`config.mk`:
```
export PLATFORM = sky130hd
export DESIGN_NAME = pcmp_top
export DESIGN_NICKNAME = d
export VERILOG_FILES = /design/src/rtl/pcmp_pkg.sv /design/src/rtl/pcmp_edge.sv /design/src/rtl/pcmp_core.sv /design/src/rtl/pcmp_lock.sv /design/src/rtl/pcmp_top.sv
export SDC_FILE = /design/constraint.sdc
export NUM_CORES = 1
export LEC_CHECK = 0
export BUFFER_PORTS_ARGS = -buffer_cell sky130_fd_sc_hd__buf_2
export CORE_AREA = 5 5 42 44
export CTS_BUF_LIST = sky130_fd_sc_hd__clkbuf_8
export CTS_CLUSTER_DIAMETER = 100
export DETAILED_ROUTE_END_ITERATION = 10
export DIE_AREA = 0 0 47 49
export PLACE_DENSITY = 0.51
export SLEW_MARGIN = 20
export SYNTH_ARGS = -nofsm -noshare
export SYNTH_HDL_FRONTEND = slang
export SYNTH_SLANG_ARGS = --single-unit
export TNS_END_PERCENT = 1
```
`constraint.sdc`:
```
create_clock -name clk -period 2.6 [get_ports clk]
set_clock_uncertainty 0.15 [all_clocks]
set_input_delay 0.52 -clock clk [delete_from_list [all_inputs] [get_ports clk]]
set_output_delay 0.52 -clock clk [all_outputs]
set_load 0.03 [all_outputs]
```
`src/rtl/pcmp_pkg.sv`:
```
package pcmp_pkg;
  typedef enum logic [1:0] {
    DRV_HIZ = 2'b00,
    DRV_UP  = 2'b01,
    DRV_DN  = 2'b10
  } drv_e;

  localparam int unsigned NUM_CH = 2;
  localparam int unsigned CH_REF = 0;
  localparam int unsigned CH_FB  = 1;
endpackage

```
`src/rtl/pcmp_edge.sv`:
```
module pcmp_edge (
  input  logic clk,
  input  logic rst_n,
  input  logic sig_i,
  output logic rise_o
);
  logic prev_q;

  always_ff @(posedge clk) begin
    if (!rst_n) prev_q <= 1'b0;
    else        prev_q <= sig_i;
  end

  assign rise_o = sig_i & ~prev_q;
endmodule

```
`src/rtl/pcmp_core.sv`:
```
module pcmp_core (
  input  logic clk,
  input  logic rst_n,
  input  logic lead_rise_i,
  input  logic lag_rise_i,
  output logic lead_q_o,
  output logic lag_q_o
);
  logic lead_q, lag_q;
  logic lead_n, lag_n, clr;

  always_comb begin
    lead_n = lead_q | lead_rise_i;
    lag_n  = lag_q  | lag_rise_i;
    clr    = lead_n & lag_n;
  end

  always_ff @(posedge clk) begin
    if (!rst_n) begin
      lead_q <= 1'b0;
      lag_q  <= 1'b0;
    end else begin
      lead_q <= lead_n & ~clr;
      lag_q  <= lag_n  & ~clr;
    end
  end

  assign lead_q_o = lead_q;
  assign lag_q_o  = lag_q;
endmodule

```
`src/rtl/pcmp_lock.sv`:
```
module pcmp_lock #(
  parameter int unsigned LOCK_PERIODS = 4
) (
  input  logic clk,
  input  logic rst_n,
  input  logic tick_i,
  input  logic err_i,
  output logic lock_o
);
  localparam int unsigned CW = $clog2(LOCK_PERIODS + 1);
  localparam logic [CW-1:0] LIM = CW'(LOCK_PERIODS);

  logic [CW-1:0] cnt_q;

  always_ff @(posedge clk) begin
    if (!rst_n)                      cnt_q <= '0;
    else if (err_i)                  cnt_q <= '0;
    else if (tick_i && cnt_q != LIM) cnt_q <= cnt_q + 1'b1;
  end

  assign lock_o = (cnt_q == LIM) & ~err_i;
endmodule

```
`src/rtl/pcmp_top.sv`:
```
module pcmp_top
  import pcmp_pkg::*;
#(
  parameter int unsigned LOCK_PERIODS = 4
) (
  input  logic       clk,
  input  logic       rst_n,
  input  logic       ref_i,
  input  logic       fb_i,
  input  logic       pol_i,
  output logic       up_o,
  output logic       dn_o,
  output logic [1:0] drive_o,
  output logic       lock_o,
  output logic       ref_mon_o,
  output logic       fb_mon_o
);
  logic [NUM_CH-1:0] pulse_in;
  logic [NUM_CH-1:0] rise;
  logic ref_lead_q, fb_lead_q;
  drv_e drv;

  assign pulse_in[CH_REF] = ref_i;
  assign pulse_in[CH_FB]  = fb_i;

  for (genvar g = 0; g < NUM_CH; g++) begin : g_edge
    pcmp_edge u_edge (
      .clk    (clk),
      .rst_n  (rst_n),
      .sig_i  (pulse_in[g]),
      .rise_o (rise[g])
    );
  end

  pcmp_core u_core (
    .clk         (clk),
    .rst_n       (rst_n),
    .lead_rise_i (rise[CH_REF]),
    .lag_rise_i  (rise[CH_FB]),
    .lead_q_o    (ref_lead_q),
    .lag_q_o     (fb_lead_q)
  );

  pcmp_lock #(.LOCK_PERIODS(LOCK_PERIODS)) u_lock (
    .clk    (clk),
    .rst_n  (rst_n),
    .tick_i (rise[CH_REF]),
    .err_i  (ref_lead_q | fb_lead_q),
    .lock_o (lock_o)
  );

  assign up_o = pol_i ? ref_lead_q : fb_lead_q;
  assign dn_o = pol_i ? fb_lead_q  : ref_lead_q;

  always_comb begin
    if (up_o)      drv = DRV_UP;
    else if (dn_o) drv = DRV_DN;
    else           drv = DRV_HIZ;
  end

  assign drive_o   = drv;
  assign ref_mon_o = ref_i;
  assign fb_mon_o  = fb_i;
endmodule

```
# After elaboration in Yosys (flattened, before gate mapping)
# Index checks and enable logic that the tools add are counted.
# W data, S select, Z words.
word_totals:
  regBits: 7
  latchBits: 0
  ramBits: 0
  romBits: 0
  in_bits: 5
  out_inout_bits: 7
  n_memories: 0
classes:
  n_addsub: 1
  n_mul: 0
  div_mod_pow: 0
  magnitude_cmp: 0
  eq_ne: 2
  n_shift: 0
  n_mux: 4
  bitwise: 14
  reduce_logical: 2
op_table:
  columns: ["op", "n"]
  rows:
  - ["$and A1 B1 Y1", 6]
  - ["$not A1 Y1", 5]
  - ["$mux W2", 2]
  - ["$add A3 B1 Y3 const B", 1]
  - ["$eq A3 B3 Y1 const B", 1]
  - ["$ne A3 B3 Y1 const B", 1]
  - ["$or A1 B1 Y1", 3]
  - ["$mux W1", 2]
  - ["$reduce_or A2 Y1", 1]
  - ["$logic_and A1 B1 Y1", 1]

# Logic depth before layout (Yosys ltp)
# Gate-level depths: netlist of run 1.
depth:
  depth_word: 6
  mapped_depth: 5
  ltp_nobuf: 5

# By module
# Synthesis of run 1 repeated with hierarchy kept, for this count alone.
unflattened:
  cells_unflattened: 41
  hier_area_um2: 411.6
modules_own_cells:
  columns: ["module", "instances", "cells_per_inst", "area_per_inst_um2", "seq_area_each_um2"]
  rows:
  - ["pcmp_lock", 1, 19, 188.9, 60.1]
  - ["pcmp_edge", 2, 3, 40.0, 20.0]
  - ["pcmp_top", 1, 10, 73.8, 0.0]
  - ["pcmp_core", 1, 6, 68.8, 40.0]

# Least setup slack after synthesis of run 1
# Ideal clock, no wire load.
synth_timing:
  path_type: "input -> output"
  start: "input port pol_i"
  end: "output port drive_o[1]"
  arrival_time_ps: 1407
  setup_slack_ps: 523
  path_stages: 2
  path_buffers: 0
  cell_sequence: "mux2_2 nor2b_1"
synth_via:
  elab_chain_cells: 3
synth_lines:
  columns: ["element", "line_no", "rtl"]
  rows:
  - ["start, declared", "pcmp_top.sv:10", "input logic pol_i,"]
  - ["$mux W1", "pcmp_top.sv:53", "assign dn_o = pol_i ? fb_lead_q : ref_lead_q;"]
  - ["$mux W2", "pcmp_top.sv:57", "else if (dn_o) drv = DRV_DN;"]
  - ["$mux W2 (*)", "pcmp_top.sv:56", "if (up_o) drv = DRV_UP;"]
  - ["end, declared", "pcmp_top.sv:13", "output logic [1:0] drive_o,"]
# Mark *: on every way between the ends. The rest lies on a longest branch, timed or not.

# Worst setup path in the final report of run 1
# Ends and elaborated chain as after synthesis.

==> metrics.cfg, run 1 <==
[run_status]
outcome = complete, no violations

[final_layout]
finalNetCount = 59
final_core_util_pct = 32.9
stdcell_count = 67
n_fill_cell = 156
antenna_cells = 0
syn2layout_area_growth_pct = 26.9
drive_gt1_share_pct = 37.3

[worst_setup_path]
end_kind = primary output
critPathRequiredTime_ns = 1.93
critPathSlowestCell = mux2_2
r2r_setup_slack_ns = 1.29
crit_type = in -> out
worstPathCellList = buf_2 > mux2_2 > nor2b_1 > buf_2
crit_arrival_ns = 1.25
cp_slowest_stage_delay_ns = 0.34
cp-start-kind = input pin
worstPathMaxFanout = 3
crit_top_cell = buf_2

[detailed_routing]
drtIter0Drc = 7
wl_met2_um = 314
drc = 0
routedWlPerCell_um = 9.87
routed_wl_um = 661
routed_via_density = 4.40
top_layer_used = met4
drt_first_pass_iters = 2
wl_met3_um = 31
ant_nets = 0
wirelength_met1_um = 306
route.vias.total = 295

[global_routing]
grt_pass1_vias = 256
antenna_found_initial = 0
grt_max_degree = 7
grt_pass1_wl_mm = 1.03
track_usage_pct = 6.36
grt-ovfl-total = 0

[yosys]
synth_area_leaders = dfxtp_1 39%, ha_1 6.9%, buf_4 6.2%, mux2_2 6.2%, a21oi_1 5.5%
syn-num-nets = 46
ys_types = 20
synth_common_cells = 7 x dfxtp_1, 4 x a21oi_1, 3 x buf_4, 3 x inv_1
avgSynthCellArea_um2 = 9.30
yosysMostFrequentCell = dfxtp_1
synth_edf_count = 0
netlist_area_um2 = 363
netlist_instances = 39
synth_area_leader_cell = dfxtp_1
synth-seq-area-share_pct = 38.6
synth_flop_cell = dfxtp_1
ys_seq_elements = 7
ys_warn_count = 0
synth_top_area_share_pct = 38.6
async_reset_ff_share_pct = 0

[sta]
period_minus_slack_ns = 1.92
post-route-period-util_pct = 74.0
max_slew_margin_pct = 85.1
fmax_mhz = 520
tightest_slew_ns = 0.220
fin_ws_ns = 0.676
final_hold_viol_count = 0
holdWs_ns = 0.342
setup_viol = 0
fin_tns_setup_ns = 0
drv_slew = 0
rsz0062_at_grt = false

[clock_network]
cts_max_level = 1
cts_buffer_depth = 2
cts_made_buffers = 3
cts_tree = built
clk_pin_slew_worst_paths_ns = 0.04
clk-insertion-delay-late_ns = 0.22
cts_root_buf = clkbuf_8
clkSinkCount = 7
cts_resized = 0
postCtsSetupBuffers = 0
hold_buffers = 0

[pwr]
p_per_area_nw_per_um2 = 674
irDropWorstVdd_uv = 296
netSwitchingFraction_pct = 25.0
p_seq_share_pct = 38.0
combPwrFrac_pct = 14.4
p_sw_uw = 77.7
power_leakage_uw = 0.000229
p_clk_share_pct = 47.6
internal_power_uw = 233

[placement]
gp_congestion = 0.653
place_inst = 63
pre_cts_slack_ns = 0.672
portBuffers = 11

[job]
drv_cap = 0

[floorplan]
die_height_um = 49
core_um2 = 1400
die_width_um = 47
ios = 12
initial_core_util_pct = 25.9
rows = 14
dieArea_um2 = 2300

[min_path]
min_path_type = reg -> reg

==> kinds of logic (layout without fill, tap and decap cells) <==
logic type / after synthesis / in the layout / share of synthesized area [%]
buffers and inverters: 6 / 18 / 9.31
multiplexers: 2 / 2 / 6.21
flip-flops: 7 / 7 / 38.6
adder cells (fa/ha/maj): 2 / 2 / 6.90
AND/OR/NAND/NOR: 15 / 15 / 27.9
AO/OA/AOI/OAI: 7 / 7 / 11.0
==> area by class of cell <==
type                            count  area (um2)  share of cell area, %
Clock inverter                      1        3.75                  0.815
Tap cell                           16        20.0                   4.35
Timing Repair Buffer               11        55.1                   12.0
Inverter                            3        11.3                   2.45
Sequential cell                     7         140                   30.4
Multi-Input combinational cell     26         189                   41.0
Clock buffer                        3        41.3                   8.97
==> sequential cells by signal, indices dropped and copies added (netlist names) <==
name and count:
g_edge.u_edge.prev_q 2, u_core.lag_q_o 1, u_core.lead_q_o 1, u_lock.cnt_q 3
==> metrics by stage <==
step	instance area [um2]	total power [uW]
3_3_place_gp	415	164
3_5_place_dp	415	165
5_1_grt	460	327
4_1_cts	460	314
6_report	460	310
2_1_floorplan	363	154
==> cells in the final DEF, fill, tap and decap left out <==
master / count
and2_2: 1
mux2_2: 2
nand3_1: 2
buf_2: 11
nand2_1: 2
nor2b_1: 1
nor2_1: 1
nor3_1: 1
nor4b_1: 1
dfxtp_1: 7
nand2b_1: 1
inv_1: 4
nor3_2: 1
ha_1: 2
nor2b_4: 1
and2_1: 2
a21oi_1: 4
o211a_1: 1
and4b_1: 1
clkbuf_8: 3
o21ai_0: 2
==> layer usage <==
layer	vias up	track usage [%]
met4	0	4.15
met5	-	0
met2	6	9.28
li1	154	-
met1	133	6.87
met3	2	3.32
==> worst paths after layout <==
path | cells after the start | end | startpoint
setup reg to reg | 5 | u_lock.cnt_q[1] | u_lock.cnt_q[0]
hold / removal | 2 | u_lock.cnt_q[0] | u_lock.cnt_q[0]
setup / recovery | 4 | drive_o[1] | pol_i
hold reg to reg | 2 | u_lock.cnt_q[0] | u_lock.cnt_q[0]
==> worst max-delay path, delay by kind of cell <==
| kind | cells | cell delay, ns |
|---|---|---|
| muxes | 1 | 0.34 |
| buffers and inverters | 2 | 0.29 |
| and+or+nand+nor | 1 | 0.10 |
==> power groups by stage <==
stage                     Combinational [uW]  Clock [uW]  Sequential (uW)
after floorplan                         35.7           0              119
after global placement                  44.6           0              120
after detailed placement                45.2           0              120
after CTS                               45.2         151              118
after global routing                    48.7         160              119
final                                   44.7         148              118
Note: power is estimated with default switching activity, not from simulation.
==> run 2: changes to the inputs <==
ABC_AREA = 1   (was not set)
PLACE_DENSITY = 0.55   (was 0.51)
clock period = 1.7 ns   (was 2.6 ns; I/O delays follow)
==> metrics.cfg, run 2 <==
[run_status]
outcome = complete, no violations

[detailed_routing]
routed_via_density = 4.15
route.vias.total = 336
ant_nets = 0
routedWlPerCell_um = 8.40
drt_first_pass_iters = 1
drc = 0
routed_wl_um = 680
drtIter0Drc = 0

[yosys]
synth_area_leaders = dfxtp_1 36%, inv_1 9.7%, nand2_1 9.7%, ha_1 6.5%, buf_4 5.8%
ys_seq_elements = 7
syn-num-nets = 60
netlist_area_um2 = 387
ys_types = 16
synth_flop_cell = dfxtp_1
async_reset_ff_share_pct = 0
synth-seq-area-share_pct = 36.2
muxShareOfSynthArea_pct = 0
synth_edf_count = 0
ys_warn_count = 0
synth_area_leader_cell = dfxtp_1
netlist_instances = 53
synth_compound_area_share_pct = 8.41
synth_top_area_share_pct = 36.2
avgSynthCellArea_um2 = 7.29
synth_xor_area_share_pct = 0
synth_common_cells = 10 x inv_1, 10 x nand2_1, 7 x dfxtp_1
synth_top_family_by_area = simple AND/OR/NAND/NOR gates
yosys.area_share.simple_pct = 31.4
yosys.area_share.adder_pct = 6.47

[final_layout]
final_cell_mix = 10 x buf_2, 9 x nand2_1, 9 x inv_1, 5 x nor2_1
stdcell_count = 81
top_regs = u_lock.cnt_q (3), g_edge.u_edge.prev_q (2)
antenna_cells = 0
syn2layout_area_growth_pct = 33.7
finalNetCount = 73
largest-register = u_lock.cnt_q
drive_gt1_share_pct = 46.2
final_common_cell = buf_2
largest_reg_flops = 3
n_fill_cell = 162

[sta]
fmax_mhz = 613
max_slew_margin_pct = 84.2
holdWs_ns = 0.175
drv_slew = 0
fin_tns_setup_ns = 0
setup_viol = 0
final_hold_viol_count = 0
post-route-period-util_pct = 95.9
tightest_slew_ns = 0.235
period_minus_slack_ns = 1.63
rsz0062_at_grt = true

[clock_network]
clkSinkCount = 7
cts_buffer_depth = 2
hold_buffers = 0
cts_root_buf = clkbuf_8
cts_tree = built
clk_pin_slew_worst_paths_ns = 0.04
cts_made_buffers = 3
cts_max_level = 1
clk-insertion-delay-late_ns = 0.23
postCtsSetupBuffers = 0

[pwr]
irDropWorstVdd_uv = 520
power_leakage_uw = 0.000265
p_per_area_nw_per_um2 = 957

[placement]
portBuffers = 11
place_hpwl_um = 550
gp_congestion = 0.704
place_inst = 77

[floorplan]
initial_core_util_pct = 27.6
rows = 14
die_width_um = 47
core_um2 = 1400
die_height_um = 49
dieArea_um2 = 2300
ios = 12

[global_routing]
antenna_found_initial = 0
track_usage_pct = 7.69
grt_pass1_vias = 319
grt_pass1_wl_mm = 1.20
grt-ovfl-total = 0
grt_max_degree = 6

[worst_setup_path]
cp-start-kind = register
worstRegToRegCells = 5
crit_type = reg -> out
worstPathMaxFanout = 4
startpoint = u_lock.cnt_q[0]
r2r-end = u_lock.cnt_q[2]
r2r_start = u_lock.cnt_q[0]
critPathRequiredTime_ns = 1.21
r2r_setup_slack_ns = 0.52
endpoint = lock_o
end_kind = primary output
crit_arrival_ns = 1.14

[min_path]
min_path_type = in -> reg

[job]
drv_cap = 0

run 2: cell types whose count changed in the layout (fill, tap and decap cells not counted), moves of 2 or more:
cell,change
inv_1,+5
nand2_1,+7
nor2_1,+4
dfxtp_1,-4
o21ai_2,+2
inv_2,+4
and2_1,-2
mux2_2,-2
dfxtp_2,+4
a21oi_1,-2
run 2: logic make-up (layout without fill, tap and decap cells):
group                      Yosys count  in the layout
adders and majority gates            2              2
and+or+nand+nor                     24             24
AOI/OAI and AO/OA                    5              5
buffers and inverters               15             27
DFF                                  7              7
run 2: area by class of cell:
cell class                 count  area, um2  area share (%)
multi-input combinational     31        204            39.5
tap                           16       20.0            3.87
sequential                     7        145            28.1
inverter                      12       45.0            8.72
clock buffer                   3       41.3            7.99
timing repair buffer          11       57.6            11.1
clock inverter                 1       3.75           0.726
run 2: per-stage QoR:
step	setup WS, ns	utilization [%]	power [uW]	cell area, um2
6_report	0.0696	36.9	495	517
5_1_grt	-0.00562	36.9	536	517
4_1_cts	0.00789	35.3	500	494
3_5_place_dp	0.230	31.7	263	444
3_3_place_gp	0.254	31.7	262	444
2_1_floorplan	0.155	-	245	392
run 2: metal layers:
metal / vias to the layer above / wire, um / GRT usage [%]
li1: 181 / - / -
met1: 142 / 256 / 7.28
met2: 10 / 330 / 11.1
met3: 3 / 57 / 2.21
met4: 0 / 35 / 9.68
met5: - / 0 / 0
run 2: critical path: stages, from the launching register on:
cell and delay, ns:
dfxtp_2 0.32, inv_2 0.07, ha_4 0.14, nand2_4 0.06, nor3_2 0.15, buf_4 0.18
run 2: power breakdown:
part	switching, uW	internal [uW]
Sequential	9.58	175
Clock	72.1	156
Combinational	52.8	29.3
run 2: worst min path at each step:
stage               cells past startpoint  slack (ns)            start                      end
floorplan                               2        0.28            rst_n  g_edge[0].u_edge.prev_q
global placement                        2        0.32  u_lock.cnt_q[0]          u_lock.cnt_q[0]
detailed placement                      2        0.33  u_lock.cnt_q[1]          u_lock.cnt_q[1]
CTS                                     3        0.17             fb_i  g_edge[1].u_edge.prev_q
global route                            3        0.22             fb_i  g_edge[1].u_edge.prev_q
finish                                  3        0.17             fb_i  g_edge[1].u_edge.prev_q
run 2: repair_timing:
item	in CTS	in global routing
endpoints found under the setup margin	1	3
pin swaps	0	2
resized for setup	2	9
gates cloned	0	0
